### src/rtl/sertx_pkg.sv
package sertx_pkg;

  localparam int CHAR_W  = 8;
  localparam int MIN_LEN = 5;

  typedef enum logic [2:0] {
    ST_IDLE,
    ST_START,
    ST_DATA,
    ST_PAR,
    ST_STOP
  } tx_state_e;

  typedef struct packed {
    logic [1:0] len;
    logic       par_en;
    logic       par_even;
    logic [1:0] stop;
    logic [1:0] div;
  } tx_fmt_t;

  // enable pulses per bit time
  function automatic int unsigned bit_ticks(input logic [1:0] div,
                                            input int unsigned mid,
                                            input int unsigned high);
    case (div)
      2'd2:    return mid;
      2'd3:    return high;
      default: return 1;
    endcase
  endfunction

  // stop period in enable pulses: half-bit units, rounded up
  function automatic int unsigned stop_ticks(input logic [1:0] stop,
                                             input int unsigned bt);
    int unsigned halves;
    case (stop)
      2'd2:    halves = 3;
      2'd3:    halves = 4;
      default: halves = 2;
    endcase
    return (bt * halves + 1) / 2;
  endfunction

  function automatic logic [CHAR_W-1:0] len_mask(input logic [1:0] len);
    return {CHAR_W{1'b1}} >> (3 - int'(len));
  endfunction

endpackage

### src/rtl/sertx_timer.sv
module sertx_timer #(
  parameter int CNT_W = 8
) (
  input  logic             clk,
  input  logic             rst_n,
  input  logic             tick_en,
  input  logic             restart,
  input  logic [CNT_W-1:0] limit,
  output logic             done
);

  logic [CNT_W-1:0] cnt_q, cnt_d;

  assign done = tick_en && (cnt_q == limit - 1'b1);

  always_comb begin
    cnt_d = cnt_q;
    if (restart || done) begin
      cnt_d = '0;
    end else if (tick_en) begin
      cnt_d = cnt_q + 1'b1;
    end
  end

  always_ff @(posedge clk or negedge rst_n) begin
    if (!rst_n) begin
      cnt_q <= '0;
    end else begin
      cnt_q <= cnt_d;
    end
  end

  AST_CNT_HOLD: assert property (@(posedge clk) disable iff (!rst_n)
    (!tick_en && !restart) |=> $stable(cnt_q));

  AST_CNT_RANGE: assert property (@(posedge clk) disable iff (!rst_n)
    cnt_q < limit);

endmodule

### src/rtl/sertx_shifter.sv
module sertx_shifter
  import sertx_pkg::*;
#(
  parameter int DIV_MID  = 16,
  parameter int DIV_HIGH = 64,
  parameter int CNT_W    = 8
) (
  input  logic              clk,
  input  logic              rst_n,
  input  logic              tick_en,
  input  logic              load_i,
  input  logic [CHAR_W-1:0] data_i,
  input  tx_fmt_t           fmt_i,
  output logic              accept_o,
  output logic              busy_o,
  output logic              line_o
);

  tx_state_e         st_q, st_d;
  logic [CHAR_W-1:0] sh_q, sh_d;
  logic [2:0]        idx_q, idx_d;
  tx_fmt_t           fmt_q, fmt_d;
  logic              par_q, par_d;

  logic [CNT_W-1:0]  bit_lim, limit;
  logic              done;
  logic [2:0]        idx_last;
  logic [CHAR_W-1:0] masked;

  assign bit_lim  = CNT_W'(bit_ticks(fmt_q.div, DIV_MID, DIV_HIGH));
  assign limit    = (st_q == ST_STOP)
                  ? CNT_W'(stop_ticks(fmt_q.stop, bit_ticks(fmt_q.div, DIV_MID, DIV_HIGH)))
                  : bit_lim;
  assign idx_last = 3'(MIN_LEN - 1) + {1'b0, fmt_q.len};
  assign masked   = data_i & len_mask(fmt_i.len);

  sertx_timer #(.CNT_W(CNT_W)) u_timer (
    .clk     (clk),
    .rst_n   (rst_n),
    .tick_en (tick_en),
    .restart (load_i),
    .limit   (limit),
    .done    (done)
  );

  assign accept_o = (st_q == ST_IDLE) || ((st_q == ST_STOP) && done);
  assign busy_o   = (st_q != ST_IDLE);

  always_comb begin
    st_d  = st_q;
    sh_d  = sh_q;
    idx_d = idx_q;
    fmt_d = fmt_q;
    par_d = par_q;
    case (st_q)
      ST_START: if (done) begin
        st_d  = ST_DATA;
        idx_d = '0;
      end
      ST_DATA: if (done) begin
        sh_d = sh_q >> 1;
        if (idx_q == idx_last) begin
          st_d = fmt_q.par_en ? ST_PAR : ST_STOP;
        end else begin
          idx_d = idx_q + 1'b1;
        end
      end
      ST_PAR:  if (done) st_d = ST_STOP;
      ST_STOP: if (done) st_d = ST_IDLE;
      default: st_d = ST_IDLE;
    endcase
    if (load_i) begin
      st_d  = ST_START;
      sh_d  = masked;
      fmt_d = fmt_i;
      par_d = (^masked) ^ ~fmt_i.par_even;
    end
  end

  always_ff @(posedge clk or negedge rst_n) begin
    if (!rst_n) begin
      st_q  <= ST_IDLE;
      sh_q  <= '0;
      idx_q <= '0;
      fmt_q <= '0;
      par_q <= 1'b0;
    end else begin
      st_q  <= st_d;
      sh_q  <= sh_d;
      idx_q <= idx_d;
      fmt_q <= fmt_d;
      par_q <= par_d;
    end
  end

  always_comb begin
    case (st_q)
      ST_START: line_o = 1'b0;
      ST_DATA:  line_o = sh_q[0];
      ST_PAR:   line_o = par_q;
      default:  line_o = 1'b1;
    endcase
  end

  AST_LOAD_STARTS: assert property (@(posedge clk) disable iff (!rst_n)
    load_i |=> (st_q == ST_START));

  AST_FMT_FROZEN: assert property (@(posedge clk) disable iff (!rst_n)
    (busy_o && !load_i) |=> $stable(fmt_q));

endmodule

### src/rtl/sertx_top.sv
module sertx_top
  import sertx_pkg::*;
#(
  parameter int DIV_MID  = 16,
  parameter int DIV_HIGH = 64
) (
  input  logic       clk,
  input  logic       rst_n,
  input  logic       tick_en,
  input  logic       tx_enable,
  input  logic       brk_req,
  input  logic [1:0] len_sel,
  input  logic       par_en,
  input  logic       par_even,
  input  logic [1:0] stop_sel,
  input  logic [1:0] div_sel,
  input  logic       wr_en,
  input  logic [7:0] wr_data,
  output logic       tx_ready,
  output logic       tx_empty,
  output logic       tx_line
);

  localparam int CNT_W = $clog2(2 * DIV_HIGH + 1);

  logic              rst_meta_n, rst_sync_n;
  logic              hold_valid_q, hold_valid_d;
  logic [CHAR_W-1:0] hold_data_q, hold_data_d;
  logic              sh_accept, sh_busy, sh_line, load;
  tx_fmt_t           fmt;

  always_ff @(posedge clk or negedge rst_n) begin
    if (!rst_n) begin
      rst_meta_n <= 1'b0;
      rst_sync_n <= 1'b0;
    end else begin
      rst_meta_n <= 1'b1;
      rst_sync_n <= rst_meta_n;
    end
  end

  assign fmt  = '{len: len_sel, par_en: par_en, par_even: par_even,
                  stop: stop_sel, div: div_sel};
  assign load = sh_accept && hold_valid_q && tx_enable;

  always_comb begin
    hold_valid_d = hold_valid_q;
    hold_data_d  = hold_data_q;
    if (load) begin
      hold_valid_d = 1'b0;
    end else if (wr_en && !hold_valid_q) begin
      hold_valid_d = 1'b1;
      hold_data_d  = wr_data;
    end
  end

  always_ff @(posedge clk or negedge rst_sync_n) begin
    if (!rst_sync_n) begin
      hold_valid_q <= 1'b0;
      hold_data_q  <= '0;
    end else begin
      hold_valid_q <= hold_valid_d;
      hold_data_q  <= hold_data_d;
    end
  end

  sertx_shifter #(
    .DIV_MID  (DIV_MID),
    .DIV_HIGH (DIV_HIGH),
    .CNT_W    (CNT_W)
  ) u_shift (
    .clk      (clk),
    .rst_n    (rst_sync_n),
    .tick_en  (tick_en),
    .load_i   (load),
    .data_i   (hold_data_q),
    .fmt_i    (fmt),
    .accept_o (sh_accept),
    .busy_o   (sh_busy),
    .line_o   (sh_line)
  );

  assign tx_ready = !hold_valid_q;
  assign tx_empty = !hold_valid_q && !sh_busy;
  assign tx_line  = sh_line && !brk_req;

  AST_HOLD_KEPT: assert property (@(posedge clk) disable iff (!rst_sync_n)
    (hold_valid_q && !load) |=> (hold_valid_q && $stable(hold_data_q)));

  AST_EMPTY_READY: assert property (@(posedge clk) disable iff (!rst_sync_n)
    tx_empty |-> tx_ready);

  AST_GATED_IDLE: assert property (@(posedge clk) disable iff (!rst_sync_n)
    (!tx_enable && !sh_busy) |=> !sh_busy);

endmodule

### config.mk
export PLATFORM = sky130hd
export DESIGN_NAME = sertx_top
export DESIGN_NICKNAME = d
export VERILOG_FILES = /design/src/rtl/sertx_pkg.sv /design/src/rtl/sertx_timer.sv /design/src/rtl/sertx_shifter.sv /design/src/rtl/sertx_top.sv
export SDC_FILE = /design/constraint.sdc
export NUM_CORES = 1
export LEC_CHECK = 0
export CAP_MARGIN = 0
export CORE_ASPECT_RATIO = 0.9
export CORE_UTILIZATION = 46
export CTS_CLUSTER_DIAMETER = 200
export DETAILED_ROUTE_END_ITERATION = 7
export PLACE_DENSITY = 0.66
export SKIP_LAST_GASP = 1
export SLEW_MARGIN = 20
export SYNTH_ARGS = -nofsm -noshare
export SYNTH_HDL_FRONTEND = slang
export SYNTH_SLANG_ARGS = --single-unit
### constraint.sdc
create_clock -name clk -period 1.65 [get_ports clk]
set_clock_uncertainty 0.05 [all_clocks]
set_input_delay 0.165 -clock clk [delete_from_list [all_inputs] [get_ports clk]]
set_output_delay 0.165 -clock clk [all_outputs]
set_load 0.02 [all_outputs]
**Word-level counts from Yosys, hierarchy flattened**

Index checks and enable logic that the tools add are counted.

- Latch bits: 0
- RAM bits: 0
- Bits in read-only memories: 0
- Bits in registers: 41
- Word-level logic and storage cells: 89
- Memories kept: 0

- $lt $le $gt $ge: 0
- Equality and inequality tests: 18
- $add $sub $neg: 6
- Multipliers: 1
- Mux-type cells: 22
- Shifts and indexed selects: 1
- Divide/modulo/power cells: 0
- Reduce and logical (&&, ||, !) cells: 24
- Bitwise logic cells: 4

Operator list:

| kind | count |
|---|---|
| 8-bit two-way mux | 6 |
| 8-bit by 32-bit right shift with 8-bit output, first input constant | 1 |
| 3-bit two-way mux | 9 |
| 3-bit by 2-bit != test with 1-bit output, second input constant | 5 |
| 7-bit case mux with 2 select lines | 1 |
| 3-bit case mux with 2 select lines | 2 |
| 3-bit case mux with 4 select lines | 1 |
| 2-bit nonzero test | 5 |
| 9-bit by 1-bit adder with 9-bit output, second input constant | 1 |
| 7-bit by 3-bit multiplier with 9-bit output | 1 |
| 8-bit by 1-bit adder with 8-bit output, second input constant | 1 |
| 8-bit bitwise AND | 1 |
| 2-bit == test, second input constant | 4 |
| 8-bit == test | 1 |
| 8-bit parity | 1 |
| 8-bit by 1-bit subtractor with 8-bit output, second input constant | 1 |
| 1-bit logical AND | 7 |
| 3-bit by 2-bit == test with 1-bit output, second input constant | 2 |
| 5-bit AND reduction | 1 |
| 2-bit by 1-bit != test with 1-bit output, second input constant | 2 |
| 2-bit AND reduction | 2 |
| 4-bit AND reduction | 1 |
| 3-bit by 1-bit adder with 3-bit output, second input constant | 1 |
| 3-bit by 2-bit adder with 3-bit output, first input constant | 1 |
| other kinds (13) | 18 |

**Logic depth before layout (Yosys ltp)**

- Depth in word-level cells: 14
- Mapped depth: 14
- Mapped depth without buffers: 13

**By module**

A second synthesis with hierarchy kept.

- Cell total of the unflattened synthesis: 246
- Area, all modules: 2489.9 µm²

Modules (own cells, without submodules):

| module | instances | area an instance (µm²) | cells each | sequential area each (µm²) |
|---|---|---|---|---|
| sertx_shifter | 1 | 1355.0 | 143 | 550.5 |
| sertx_timer | 1 | 690.7 | 75 | 200.2 |
| sertx_top | 1 | 444.2 | 28 | 275.3 |

**Worst setup path after synthesis**

No wires, ideal clock.

- Path type: register to register
- Start: register u_shift.fmt_q[0] in the netlist's numbering
- End: register u_shift.fmt_q[1] in the netlist's numbering
- Required time: 1473 ps
- Cell stages (with the launch flop): 15
- Slack: -1823 ps
- Data arrival time: 3296 ps
- Path through: dfrtp_1 -> clkbuf_1 -> nand2b_1 -> nor2_1 -> ha_1 -> ha_1 -> or4_1 -> nor3b_1 -> o21ai_1 -> a31oi_1 -> a31oi_1 -> nand4b_2 -> a21oi_4 -> buf_6 -> mux2_1

- Longest elaborated chain between the ends: 12
- Elaborated cells on any way between the ends: 13

Ends and longest elaborated chain:

| what | RTL line | source |
|---|---|---|
| from (decl) | sertx_shifter.sv:22 | `tx_fmt_t fmt_q, fmt_d;` |
| from (signal assigned) | sertx_shifter.sv:91 | `fmt_q <= fmt_d;` |
| 2-bit == test | sertx_pkg.sv:26 | `case (div)` |
| 7-bit case mux with 2 select lines (*) | sertx_pkg.sv:26 |  |
| 7-bit by 3-bit multiplier with 9-bit output | sertx_pkg.sv:42 | `return (bt * halves + 1) / 2;` |
| 9-bit by 1-bit adder with 9-bit output | sertx_pkg.sv:42 |  |
| 8-bit two-way mux (*) | sertx_shifter.sv:32 | `? CNT_W'(stop_ticks(fmt_q.stop, bit_ticks(fmt_q.div, DIV_MID, DIV_HIGH)))` |
| 8-bit by 1-bit subtractor with 8-bit output (*) | sertx_timer.sv:14 | `assign done = tick_en && (cnt_q == limit - 1'b1);` |
| 8-bit == test (*) | sertx_timer.sv:14 |  |
| 1-bit logical AND (*) | sertx_timer.sv:14 |  |
| 1-bit logical AND (*) | sertx_shifter.sv:46 | `assign accept_o = (st_q == ST_IDLE) \|\| ((st_q == ST_STOP) && done);` |
| 1-bit logical OR (*) | sertx_shifter.sv:46 |  |
| 1-bit logical AND (*) (2 in series) | sertx_top.sv:44 | `assign load = sh_accept && hold_valid_q && tx_enable;` |

Mark *: on every way between the ends. The rest lies on a longest branch, timed or not.
A chain may end at the register's enable or synchronous reset.

**Worst setup path in the final report**

- Start: register u_shift.fmt_q[2] in the netlist's numbering
- End: register u_shift.sh_q[3]

- Longest elaborated chain between the ends: 14
- Elaborated cells on any way between the ends: 17

Ends and longest elaborated chain:

| what | RTL line | source |
|---|---|---|
| 2-bit == test | sertx_pkg.sv:37 | `case (stop)` |
| 3-bit case mux with 2 select lines (*) | sertx_pkg.sv:37 |  |
| 7-bit by 3-bit multiplier with 9-bit output (*) | sertx_pkg.sv:42 |  |
| 9-bit by 1-bit adder with 9-bit output (*) | sertx_pkg.sv:42 |  |
| 8-bit two-way mux (*) | sertx_shifter.sv:32 |  |
| 8-bit by 1-bit subtractor with 8-bit output (*) | sertx_timer.sv:14 |  |
| 8-bit == test (*) | sertx_timer.sv:14 |  |
| 1-bit logical AND (*) | sertx_timer.sv:14 |  |
| 1-bit logical AND | sertx_shifter.sv:46 |  |
| 1-bit logical OR | sertx_shifter.sv:46 |  |
| 1-bit logical AND (2 in series) | sertx_top.sv:44 |  |
| 2-bit nonzero test (no line) | - |  |
| 2-bit AND reduction (no line) | - |  |
| to (signal assigned) | sertx_shifter.sv:83 | `sh_q <= '0;` |
| to (signal assigned) | sertx_shifter.sv:89 | `sh_q <= sh_d;` |
| to (decl) | sertx_shifter.sv:20 | `logic [CHAR_W-1:0] sh_q, sh_d;` |

Marks and branches as above.

==> impl_metrics.toml <==
[run_status]
status = "finished, violations left"
violations = "negative setup slack"

[timing]
finalCritPeriodShare = 2.05
holdWs_ns = 0.262
setup_viol = 32
finalWorstSetupSlack_ns = -1.73
finalHoldViolCount = 0
fmax_mhz = 296
slew_viol_final = 0
max-slew-margin-rel = 0.635
fin_setup_tns_ns = -48.84
finalCriticalPeriod_ns = 3.38
worst_slew_pin_slew_ns = 0.540
rsz0062_at_grt = "true"

[worst_setup_path]
max_stage_delay_ns = 0.44
worst-path-buf-inv = 0
path_cells = "nand2b_4 > nor2_2 > ha_2 > ha_4 > or4_4 > nor3b_4 > or3_4 > a31o_4 > nor3_4 > nand3_4 > mux2_4 > mux2_4"
slowest_stage = "or4_4"
arrival_ns = 3.52
required_ns = 1.79
r2r_setup_slack_ns = -1.73
rr_startpoint = "u_shift.fmt_q[2]$_DFFE_PN0P_"
cpMostUsedCell = "mux2_4"
crit_path_start_kind = "flip-flop"
ff2ff_path_depth = 12
end_kind = "flip-flop"
crit_family = "simple AND/OR/NAND/NOR gates"
worst-setup-path-type = "reg -> reg"
rr_endpoint = "u_shift.sh_q[3]$_DFFE_PN0P_"
worstPathMaxFanout = 6
startpoint = "u_shift.fmt_q[2]$_DFFE_PN0P_"

[layout]
fillers = 394
regArea_mm2 = 0.00103
syn_to_final_growth_pct = 44.6
finish.utilization = 0.697
nets = 374
drive_gt1_frac = 0.406
diodes = 0
multiInputGateArea_mm2 = 0.00162

[synthesis]
synth_area_mm2 = 0.00255
synthAdderAreaFrac = 0.0295
synthSimpleGateAreaFrac = 0.182
synth_xor_area_frac = 0.0790
avgSynthCellArea_um2 = 10.1
synth.area.top_cells = "dfrtp_1, mux2_2, xnor2_1"
synth_top_cell_by_area = "dfrtp_1"
yosysUniqueCellTypes = 54
synth_compound_area_frac = 0.121
synth_commonest_cells = "dfrtp_1, nor2_1, mux2_2"
synth_edf_count = 0
synth_most_common_cell = "dfrtp_1"
async_reset_ff_frac = 1.00
ys_ff_latch = 41
ys_warn_count = 0
syn_inst = 253
postSynthNetCount = 281
synth.area.mux_share = 0.147
yosysSeqAreaShare = 0.403
synthFlopType = "dfrtp_1"
synth_top_family_by_area = "simple AND/OR/NAND/NOR gates"
yosysTopAreaCellShare = 0.403

[power]
irDropWorstVdd_mv = 0.610
pwr-share-comb = 0.313
p_sw_w = 0.000871
seq_power_share = 0.436
internal_power_w = 0.00189
power.share.clock = 0.252
p_sw_frac = 0.315
leakage_nw = 1.68
power.total_w = 0.00276
p_per_area_mw_per_mm2 = 750

[global_route]
grt_pass1_vias = 2201
grt_use_total = 0.229
top_usage_layer = "met2"
grt_util_met1 = 0.312
antenna_found_initial = 0
met2_usage = 0.375
grt_pass1_wl_mm = 10.3
met3_usage = 0.0413
grt_remaining_overflow = 0
grt_start_max_net_pins = 40

[route]
drc = 0
ant_nets = 0
dr.pass1.iters = 4
wire_per_inst_um = 15.0
routed_via_density = 5.43
drtIter0Drc = 117
wl_mm = 6.23
via_count = 2247

[floorplan]
rows = 25
die_area_mm2 = 0.00584
initial_core_util = 0.482
io-pin-count = 25
core_mm2 = 0.00529
die-width_um = 80.5
die_y_um = 72.6

[clock_tree]
numCtsBuffers = 5
clock_path_buffers = 2
cts_sinks = 41
cts_root_buf = "clkbuf_8"
clkLatencyLatePin_ns = 0.30
tritoncts = "yes"
htreeDepth = 2
cts.clk_slew.worst_paths_ns = 0.09

[worst_hold_path]
worstHoldPathType = "reg -> async"

[placement]
port_buffers = 24
hpwl_mm = 4.45
pre_cts_ws_ns = -1.70
place.gp.congestion = 0.880

[job]
cap_viol_max_count = 0
## kinds of logic after synthesis
| group | Yosys count |
|---|---|
| and+or+nand+nor | 83 |
| AOI/OAI and AO/OA | 43 |
| DFF | 41 |
| muxes | 34 |
| xor gates and xnor gates | 23 |
| buffers and inverters | 22 |
| adders and majority gates | 6 |
| other | 1 |
## placed cells by master (no fill, tap or decap), types with 3 or more instances in the layout
cell type,netlist,layout
o21ai_1,3,4
mux2_4,0,4
nor3_1,3,3
mux2_1,5,5
ha_1,6,3
dfrtp_1,41,39
clkdlybuf4s50_1,0,21
nand4_1,3,3
buf_6,1,6
clkbuf_8,0,5
mux2i_1,7,7
inv_1,8,8
buf_4,0,70
o31ai_1,3,3
o21ai_0,6,5
nand2_1,14,12
mux2_2,22,18
xnor2_1,13,13
and3_1,5,5
nand3b_1,3,3
xor2_1,10,9
a21oi_1,7,5
nor2_1,24,21
nand3_1,6,6
a31oi_1,5,4
## power by group through the flow
stage | clock, W | combinational, W | sequential (W)
global route | 0.000744 | 0.000953 | 0.00122
detailed placement | 0 | 0.000808 | 0.00122
global placement | 0 | 0.000786 | 0.00122
floorplan | 0 | 0.000438 | 0.00123
CTS | 0.000715 | 0.000814 | 0.00120
finish | 0.000695 | 0.000864 | 0.00120
## worst max-delay path by stage
stage | to | depth (start not counted)
floorplan | u_shift.fmt_q[1]$_DFFE_PN0P_ | 14
global placement | u_shift.sh_q[3]$_DFFE_PN0P_ | 13
detailed placement | u_shift.sh_q[0]$_DFFE_PN0P_ | 12
CTS | u_shift.sh_q[4]$_DFFE_PN0P_ | 12
global route | u_shift.st_q[2]$_DFFE_PN0P_ | 12
finish | u_shift.sh_q[3]$_DFFE_PN0P_ | 12
## sequential cells by signal (all words and copies together) (netlist names)
signal                 flops
u_shift.st_q               3
rst_sync_n                 1
u_shift.u_timer.cnt_q      8
u_shift.par_q              1
hold_data_q                8
hold_valid_q               1
u_shift.fmt_q              7
u_shift.idx_q              3
rst_meta_n                 1
u_shift.sh_q               8
## per-layer routing
metal  up-vias  wire (um)
li1       1095          -
met1      1096       2940
met2        45       2940
met3        11        228
met4         0        122
met5         -          0
## area by class of cell
type / count / area share
tap: 67 / 0.0228
clock inverter: 3 / 0.00577
inverter: 8 / 0.00815
clock buffer: 5 / 0.0187
sequential: 41 / 0.279
timing repair buffer: 100 / 0.227
multi-input combinational: 190 / 0.438
## metrics by stage
step                cells  cell area [um^2]
floorplan             253              2590
global route          414              3680
CTS                   414              3590
finish                414              3680
global placement      399              3350
detailed placement    399              3350
## timing repair
action,4_1_cts,5_1_grt
setup buffers,5,0
cloned,1,0
hold buffers,1,0
hold endpoints to repair,2,0
pin swaps,7,1
resized for setup,37,15
setup endpoints to repair,34,33
Note: power is estimated with default switching activity, not from simulation.
